--- config.mk ---
export PLATFORM = sky130hd
export DESIGN_NAME = ivt_channel
export DESIGN_NICKNAME = d
export VERILOG_FILES = /design/src/rtl/ivt_pkg.sv /design/src/rtl/ivt_gate_edge.sv /design/src/rtl/ivt_mode_ctrl.sv /design/src/rtl/ivt_counter.sv /design/src/rtl/ivt_out_gen.sv /design/src/rtl/ivt_channel.sv
export SDC_FILE = /design/constraint.sdc
export NUM_CORES = 1
export LEC_CHECK = 0
export ABC_AREA = 0
export ABC_CLOCK_PERIOD_IN_PS = 2500
export BUFFER_PORTS_ARGS = -buffer_cell sky130_fd_sc_hd__buf_2
export CAP_MARGIN = 20
export CORE_AREA = 2 2 162 85
export CTS_CLUSTER_DIAMETER = 100
export DETAILED_ROUTE_END_ITERATION = 7
export DIE_AREA = 0 0 164 87
export GPL_TIMING_DRIVEN = 0
export HOLD_SLACK_MARGIN = 0.08
export PLACE_DENSITY = 0.56
export SYNTH_ARGS = -nofsm -noshare
export SYNTH_HDL_FRONTEND = slang
export SYNTH_SLANG_ARGS = --single-unit
--- constraint.sdc ---
create_clock -name clk_i -period 2.5 [get_ports clk_i]
set_clock_uncertainty 0.1 [all_clocks]
set_input_delay 0.75 -clock clk_i [delete_from_list [all_inputs] [get_ports clk_i]]
set_output_delay 0.75 -clock clk_i [all_outputs]
set_load 0.005 [all_outputs]
--- src/rtl/ivt_pkg.sv ---
package ivt_pkg;

  typedef enum logic [2:0] {
    MODE_TC_INT    = 3'd0,
    MODE_ONESHOT   = 3'd1,
    MODE_RATE      = 3'd2,
    MODE_SQUARE    = 3'd3,
    MODE_SW_STROBE = 3'd4,
    MODE_HW_STROBE = 3'd5
  } ivt_mode_e;

  typedef struct packed {
    logic tc_level;  // OUT low while counting, high after terminal count
    logic strobe;    // one-clock low pulse at terminal count
    logic rate;      // periodic, one-clock low pulse
    logic square;    // periodic, step by two
    logic gated;     // gate level pauses counting
    logic retrig;    // gate rising edge reloads
  } ivt_flags_t;

  // encodings 6 and 7 alias the periodic modes
  function automatic ivt_mode_e norm_mode(input logic [2:0] m);
    if (m[1]) return ivt_mode_e'({1'b0, m[1:0]});
    return ivt_mode_e'(m);
  endfunction

  function automatic ivt_flags_t decode_mode(input ivt_mode_e m);
    ivt_flags_t f;
    f = '0;
    case (m)
      MODE_TC_INT:    begin f.tc_level = 1'b1; f.gated = 1'b1; end
      MODE_ONESHOT:   begin f.tc_level = 1'b1; f.retrig = 1'b1; end
      MODE_RATE:      begin f.rate = 1'b1; f.gated = 1'b1; f.retrig = 1'b1; end
      MODE_SQUARE:    begin f.square = 1'b1; f.gated = 1'b1; f.retrig = 1'b1; end
      MODE_SW_STROBE: begin f.strobe = 1'b1; f.gated = 1'b1; end
      MODE_HW_STROBE: begin f.strobe = 1'b1; f.retrig = 1'b1; end
      default:        begin f.tc_level = 1'b1; f.gated = 1'b1; end
    endcase
    return f;
  endfunction

endpackage

--- src/rtl/ivt_gate_edge.sv ---
module ivt_gate_edge (
  input  logic clk_i,
  input  logic rst_ni,
  input  logic gate_i,
  output logic rise_o
);
  logic gate_q;

  always_ff @(posedge clk_i or negedge rst_ni) begin
    if (!rst_ni) gate_q <= 1'b0;
    else         gate_q <= gate_i;
  end

  assign rise_o = gate_i & ~gate_q;
endmodule

--- src/rtl/ivt_mode_ctrl.sv ---
module ivt_mode_ctrl
  import ivt_pkg::*;
(
  input  logic       clk_i,
  input  logic       rst_ni,
  input  logic       load_i,
  input  logic [2:0] mode_i,
  output logic       new_tc_level_o,
  output logic       new_square_o,
  output ivt_flags_t flags_o,
  output logic       armed_o
);
  ivt_mode_e mode_in;
  ivt_mode_e mode_q;
  logic      armed_q;

  assign mode_in        = norm_mode(mode_i);
  assign new_tc_level_o = (mode_in == MODE_TC_INT) || (mode_in == MODE_ONESHOT);
  assign new_square_o   = (mode_in == MODE_SQUARE);

  always_ff @(posedge clk_i or negedge rst_ni) begin
    if (!rst_ni) begin
      mode_q  <= MODE_TC_INT;
      armed_q <= 1'b0;
    end else if (load_i) begin
      mode_q  <= mode_in;
      armed_q <= 1'b1;
    end
  end

  assign flags_o = decode_mode(mode_q);
  assign armed_o = armed_q;

  AST_ARMED_STAYS: assert property (@(posedge clk_i) disable iff (!rst_ni)
    armed_q |=> armed_q);
endmodule

--- src/rtl/ivt_counter.sv ---
module ivt_counter #(
  parameter int CNT_W = 16
) (
  input  logic             clk_i,
  input  logic             rst_ni,
  input  logic             load_i,
  input  logic [CNT_W-1:0] load_val_i,
  input  logic             new_square_i,
  input  logic             rate_i,
  input  logic             square_i,
  input  logic             restart_i,
  input  logic             step_i,
  input  logic             out_i,
  output logic [CNT_W-1:0] count_o
);
  logic [CNT_W-1:0] count_q, count_d, reload_q;

  // odd square-wave counts: high phase starts at N+1, low phase at N-1
  function automatic logic [CNT_W-1:0] phase_val(input logic [CNT_W-1:0] n,
                                                 input logic sq, input logic hi);
    if (sq && n[0]) return hi ? n + CNT_W'(1) : n - CNT_W'(1);
    return n;
  endfunction

  always_comb begin
    count_d = count_q;
    if (load_i) begin
      count_d = phase_val(load_val_i, new_square_i, 1'b1);
    end else if (restart_i) begin
      count_d = phase_val(reload_q, square_i, 1'b1);
    end else if (step_i) begin
      if (rate_i)
        count_d = (count_q == CNT_W'(1)) ? reload_q : count_q - CNT_W'(1);
      else if (square_i)
        count_d = (count_q == CNT_W'(2)) ? phase_val(reload_q, 1'b1, ~out_i)
                                         : count_q - CNT_W'(2);
      else
        count_d = count_q - CNT_W'(1);
    end
  end

  always_ff @(posedge clk_i or negedge rst_ni) begin
    if (!rst_ni) begin
      count_q  <= '0;
      reload_q <= '0;
    end else begin
      count_q <= count_d;
      if (load_i) reload_q <= load_val_i;
    end
  end

  assign count_o = count_q;

  AST_LOAD_CAPTURE: assert property (@(posedge clk_i) disable iff (!rst_ni)
    (load_i && !new_square_i) |=> count_q == $past(load_val_i));
  AST_SQ_STEP_TWO: assert property (@(posedge clk_i) disable iff (!rst_ni)
    (square_i && step_i && !load_i && !restart_i && count_q != CNT_W'(2))
      |=> count_q == $past(count_q) - CNT_W'(2));
endmodule

--- src/rtl/ivt_out_gen.sv ---
module ivt_out_gen #(
  parameter int CNT_W = 16
) (
  input  logic             clk_i,
  input  logic             rst_ni,
  input  logic             load_i,
  input  logic             new_tc_level_i,
  input  logic             tc_level_i,
  input  logic             strobe_i,
  input  logic             rate_i,
  input  logic             square_i,
  input  logic             restart_i,
  input  logic             step_i,
  input  logic             gate_i,
  input  logic [CNT_W-1:0] count_i,
  output logic             out_o
);
  logic out_q, done_q;
  logic at_one;

  assign at_one = (count_i == CNT_W'(1));

  always_ff @(posedge clk_i or negedge rst_ni) begin
    if (!rst_ni) begin
      out_q  <= 1'b1;
      done_q <= 1'b0;
    end else if (load_i) begin
      out_q  <= ~new_tc_level_i;
      done_q <= 1'b0;
    end else if (restart_i) begin
      out_q  <= ~tc_level_i;
      done_q <= 1'b0;
    end else if ((rate_i || square_i) && !gate_i) begin
      out_q <= 1'b1;
    end else if (step_i) begin
      if (tc_level_i) begin
        if (at_one && !done_q) begin
          out_q  <= 1'b1;
          done_q <= 1'b1;
        end
      end else if (strobe_i) begin
        // pulse only on the first terminal count after a load
        out_q <= !(at_one && !done_q);
        if (at_one) done_q <= 1'b1;
      end else if (rate_i) begin
        out_q <= (count_i != CNT_W'(2));
      end else if (square_i) begin
        if (count_i == CNT_W'(2)) out_q <= ~out_q;
      end
    end
  end

  assign out_o = out_q;

  AST_TC_STICKY: assert property (@(posedge clk_i) disable iff (!rst_ni)
    (tc_level_i && out_q && !load_i && !restart_i) |=> out_q);
  AST_RATE_ONE_CLK: assert property (@(posedge clk_i) disable iff (!rst_ni)
    (rate_i && !out_q && gate_i && !load_i) |=> out_q);
  AST_STROBE_ONE_CLK: assert property (@(posedge clk_i) disable iff (!rst_ni)
    (strobe_i && !out_q && step_i && !load_i && !restart_i) |=> out_q);
  AST_GATE_FORCE_HIGH: assert property (@(posedge clk_i) disable iff (!rst_ni)
    ((rate_i || square_i) && !gate_i && !load_i) |=> out_q);
endmodule

--- src/rtl/ivt_channel.sv ---
module ivt_channel
  import ivt_pkg::*;
#(
  parameter int CNT_W = 16
) (
  input  logic             clk_i,
  input  logic             rst_ni,
  input  logic             gate_i,
  input  logic             load_i,
  input  logic [CNT_W-1:0] load_val_i,
  input  logic [2:0]       mode_i,
  output logic             out_o,
  output logic [CNT_W-1:0] count_o
);
  ivt_flags_t       flags;
  logic             new_tc_level, new_square, armed;
  logic             gate_rise, restart, step;
  logic [CNT_W-1:0] count;
  logic             out;

  ivt_mode_ctrl u_mode (
    .clk_i          (clk_i),
    .rst_ni         (rst_ni),
    .load_i         (load_i),
    .mode_i         (mode_i),
    .new_tc_level_o (new_tc_level),
    .new_square_o   (new_square),
    .flags_o        (flags),
    .armed_o        (armed)
  );

  ivt_gate_edge u_gate (
    .clk_i  (clk_i),
    .rst_ni (rst_ni),
    .gate_i (gate_i),
    .rise_o (gate_rise)
  );

  assign restart = armed & gate_rise & flags.retrig & ~load_i;
  assign step    = armed & (gate_i | ~flags.gated);

  ivt_counter #(.CNT_W(CNT_W)) u_cnt (
    .clk_i        (clk_i),
    .rst_ni       (rst_ni),
    .load_i       (load_i),
    .load_val_i   (load_val_i),
    .new_square_i (new_square),
    .rate_i       (flags.rate),
    .square_i     (flags.square),
    .restart_i    (restart),
    .step_i       (step),
    .out_i        (out),
    .count_o      (count)
  );

  ivt_out_gen #(.CNT_W(CNT_W)) u_out (
    .clk_i          (clk_i),
    .rst_ni         (rst_ni),
    .load_i         (load_i),
    .new_tc_level_i (new_tc_level),
    .tc_level_i     (flags.tc_level),
    .strobe_i       (flags.strobe),
    .rate_i         (flags.rate),
    .square_i       (flags.square),
    .restart_i      (restart),
    .step_i         (step),
    .gate_i         (gate_i),
    .count_i        (count),
    .out_o          (out)
  );

  assign out_o   = out;
  assign count_o = count;

  AST_GATE_HOLD: assert property (@(posedge clk_i) disable iff (!rst_ni)
    (armed && flags.gated && !gate_i && !load_i) |=> $stable(count_o));
  AST_IDLE_UNARMED: assert property (@(posedge clk_i) disable iff (!rst_ni)
    (!armed && !load_i) |=> $stable(count_o));
endmodule

==> flow_summary.ini <==
[logic_synthesis]
ys_types = 70
synth_flop_cell = dfrtp_1
syn_area_um2 = 4380
synthTopCellsByArea = dfrtp_1 22%, xnor2_1 5.4%, xor2_1 4.2%
avgSynthCellArea_um2 = 7.56
async_flop_share_pct = 100
yosysTopAreaCellShare_pct = 21.7
synth_edf_count = 0
yosysWarningCount = 0
synth_cells = 579
ys_seq_area_share_pct = 22.3
synth_seq_cells = 39
synth_top_area_cell = dfrtp_1
synth_nets = 612

[placement]
io_buffer_count = 39
pre_cts_ws_ps = -911
placed_cell_area_um2 = 4840
dp.cells = 795
place_congestion = 1.05
hpwlAfterDp_um = 16200

[grt]
grt_max_degree = 40
track_usage_pct = 30.8
antenna_found_initial = 0
grt_pass1_vias = 5024
overflow = 0
grt_pass1_wl_um = 32100

[critical_path]
worst_path_max_delay_cell = or4b_4
crit_family = simple AND/OR/NAND/NOR gates
worstPathCellList = inv_4 > ha_4 > or4b_4 > nor4b_4 > mux2i_1 > or4_1 > o21a_1 > o32a_1
arrival_ps = 2810
critPathCaptureType = register
critPathKind = register to register
path_buf_inv = 1
cp.required_ps = 2580
r2r_setup_slack_ps = -230
critPathLaunchType = register
cp_max_fo = 3
cpPeakStageDelay_ps = 510

[die]
fp.dieW_um = 164
start_util_pct = 33.6
io_pins = 40
rows = 30
fp.dieH_um = 87
core_area_um2 = 13000
die_area_um2 = 14300

[timing]
finalMaxSlewViolations = 0
whs_ps = 236
fin_ws_ps = -233
fin_crit_sh_pct = 109
tightestPinTransition_ps = 704
rsz0062_at_grt = true
max-slew-margin-rel_pct = 53.0
tns_ps = -523
setup_viol = 4
finalHoldViolCount = 0
final.min_clock_period_ps = 2730
fmax_ghz = 0.366

[routing]
routedWlPerCell_um = 26.5
drcViolationCount = 0
first_pass_iters = 6
ant_nets = 0
drt-total-wl_um = 22000
vias = 5545
drt-initial-drc-count = 840
via_per_inst = 6.69

[cts]
path_clk_slew_ps = 70
clk_latency_ps = 300
cts_max_level = 2
cts-root-buf = clkbuf_16
cts_buffers = 5
tritoncts = done
cts_num_sinks = 39
cts_buffer_depth = 2

[run]
drv_cap = 0

[layout]
fin_area_um2 = 5690
layout_common_cells = 44 x nand2_1, 43 x buf_2, 38 x nor2_1, 38 x buf_4
insertedDiodeCount = 0
layout_commonest_cell = nand2_1
synthToLayoutAreaGrowth_pct = 29.8
final_util_pct = 43.7
fin_cells = 829
drive_gt1_share_pct = 30.0
final_nets = 685

[pwr]
power.leakage_nw = 2.07
power.total_mw = 3.19
pwr_density_cell_nw_per_um2 = 561
peakVddDrop_uv = 221

[status]
failed_checks = negative setup slack
status = complete, but fails checks

[hold_path]
hold_path.class = input port to asynchronous set/reset pin
==> where the power goes <==
part           switching, mW  internal (mW)  leakage (nW)
combinational          0.876          0.535          1.52
sequential             0.167          0.720         0.451
clock                  0.316          0.574        0.0900
total                   1.36           1.83          2.07
==> cell usage after synthesis (18+ instances only) <==
cell type	instances
o21ai_0	34
nand3_1	18
xnor2_1	27
nor3_1	25
nand4_1	24
nand2_1	45
dfrtp_1	38
inv_1	18
nor2_1	45
a21oi_1	31
xor2_1	21
clkbuf_1	44
==> worst reg2reg max path, delay by kind of cell (launching register included) <==
family                     cells  cell delay, ps
adders and majority gates      1             160
buffers and inverters          1              80
muxes                          1             110
AOI/OAI and AO/OA              2             440
and+or+nand+nor                3            1270
DFF                            1             460
==> path summary, 6_finish.rpt <==
kind / startpoint / to / cells after the start
max in group asynchronous: rst_ni / u_cnt.reload_q[7] / 2
hold reg to reg: u_out.done_q / u_out.done_q / 2
setup reg to reg: u_cnt.reload_q[0] / u_cnt.count_o[14] / 8
hold / removal: rst_ni / u_mode.mode_q[1] / 1
min in group clk_i: u_out.done_q / u_out.done_q / 2
setup / recovery: u_cnt.reload_q[0] / u_cnt.count_o[14] / 8
==> cells by family (layout without fill, tap and decap cells) <==
| kind of cell | count (synthesis) | count (layout) | share of synthesized area (%) |
|---|---|---|---|
| adder cells (fa/ha/maj) | 10 | 10 | 2.86 |
| multiplexers | 20 | 20 | 5.00 |
| AND/OR/NAND/NOR | 243 | 243 | 30.8 |
| AO/OA/AOI/OAI | 151 | 151 | 23.2 |
| flip-flops | 39 | 39 | 22.3 |
| buffers and inverters | 68 | 142 | 6.20 |
| XOR/XNOR | 48 | 48 | 9.60 |
==> cell type report <==
cell class	count	area, um^2
multi-input cells	472	3450
plain buffers	38	223
repair buffers	78	529
fillers	1323	7340
inverters	18	80.1
clock buffers	5	125
well taps	176	220
flip-flops and latches	39	987
clock inverters	3	67.6
==> routing by layer <==
metal  vias to the layer above  track usage [%]  routed length, um
met3                        39             12.6               3610
met2                       480             38.9               8140
met1                      2683             47.5               9990
met4                         0             5.10                243
li1                       2343                -                  -
met5                         -                0                  0
==> sequential cells by signal (all words and copies together) (netlist names) <==
name	flops
u_mode.mode_q	3
u_mode.armed_o	1
u_cnt.count_o	16
u_out.out_o	1
u_cnt.reload_q	16
u_gate.gate_q	1
u_out.done_q	1
==> timing repair <==
item                       4_1_cts  5_1_grt
hold buffers                     0        0
setup endpoints to repair       31       16
gates resized for setup         76       45
pin swaps                       17       13
cloned                           0        0
setup buffers                   30        7
Power figures use the tool's default switching activity.
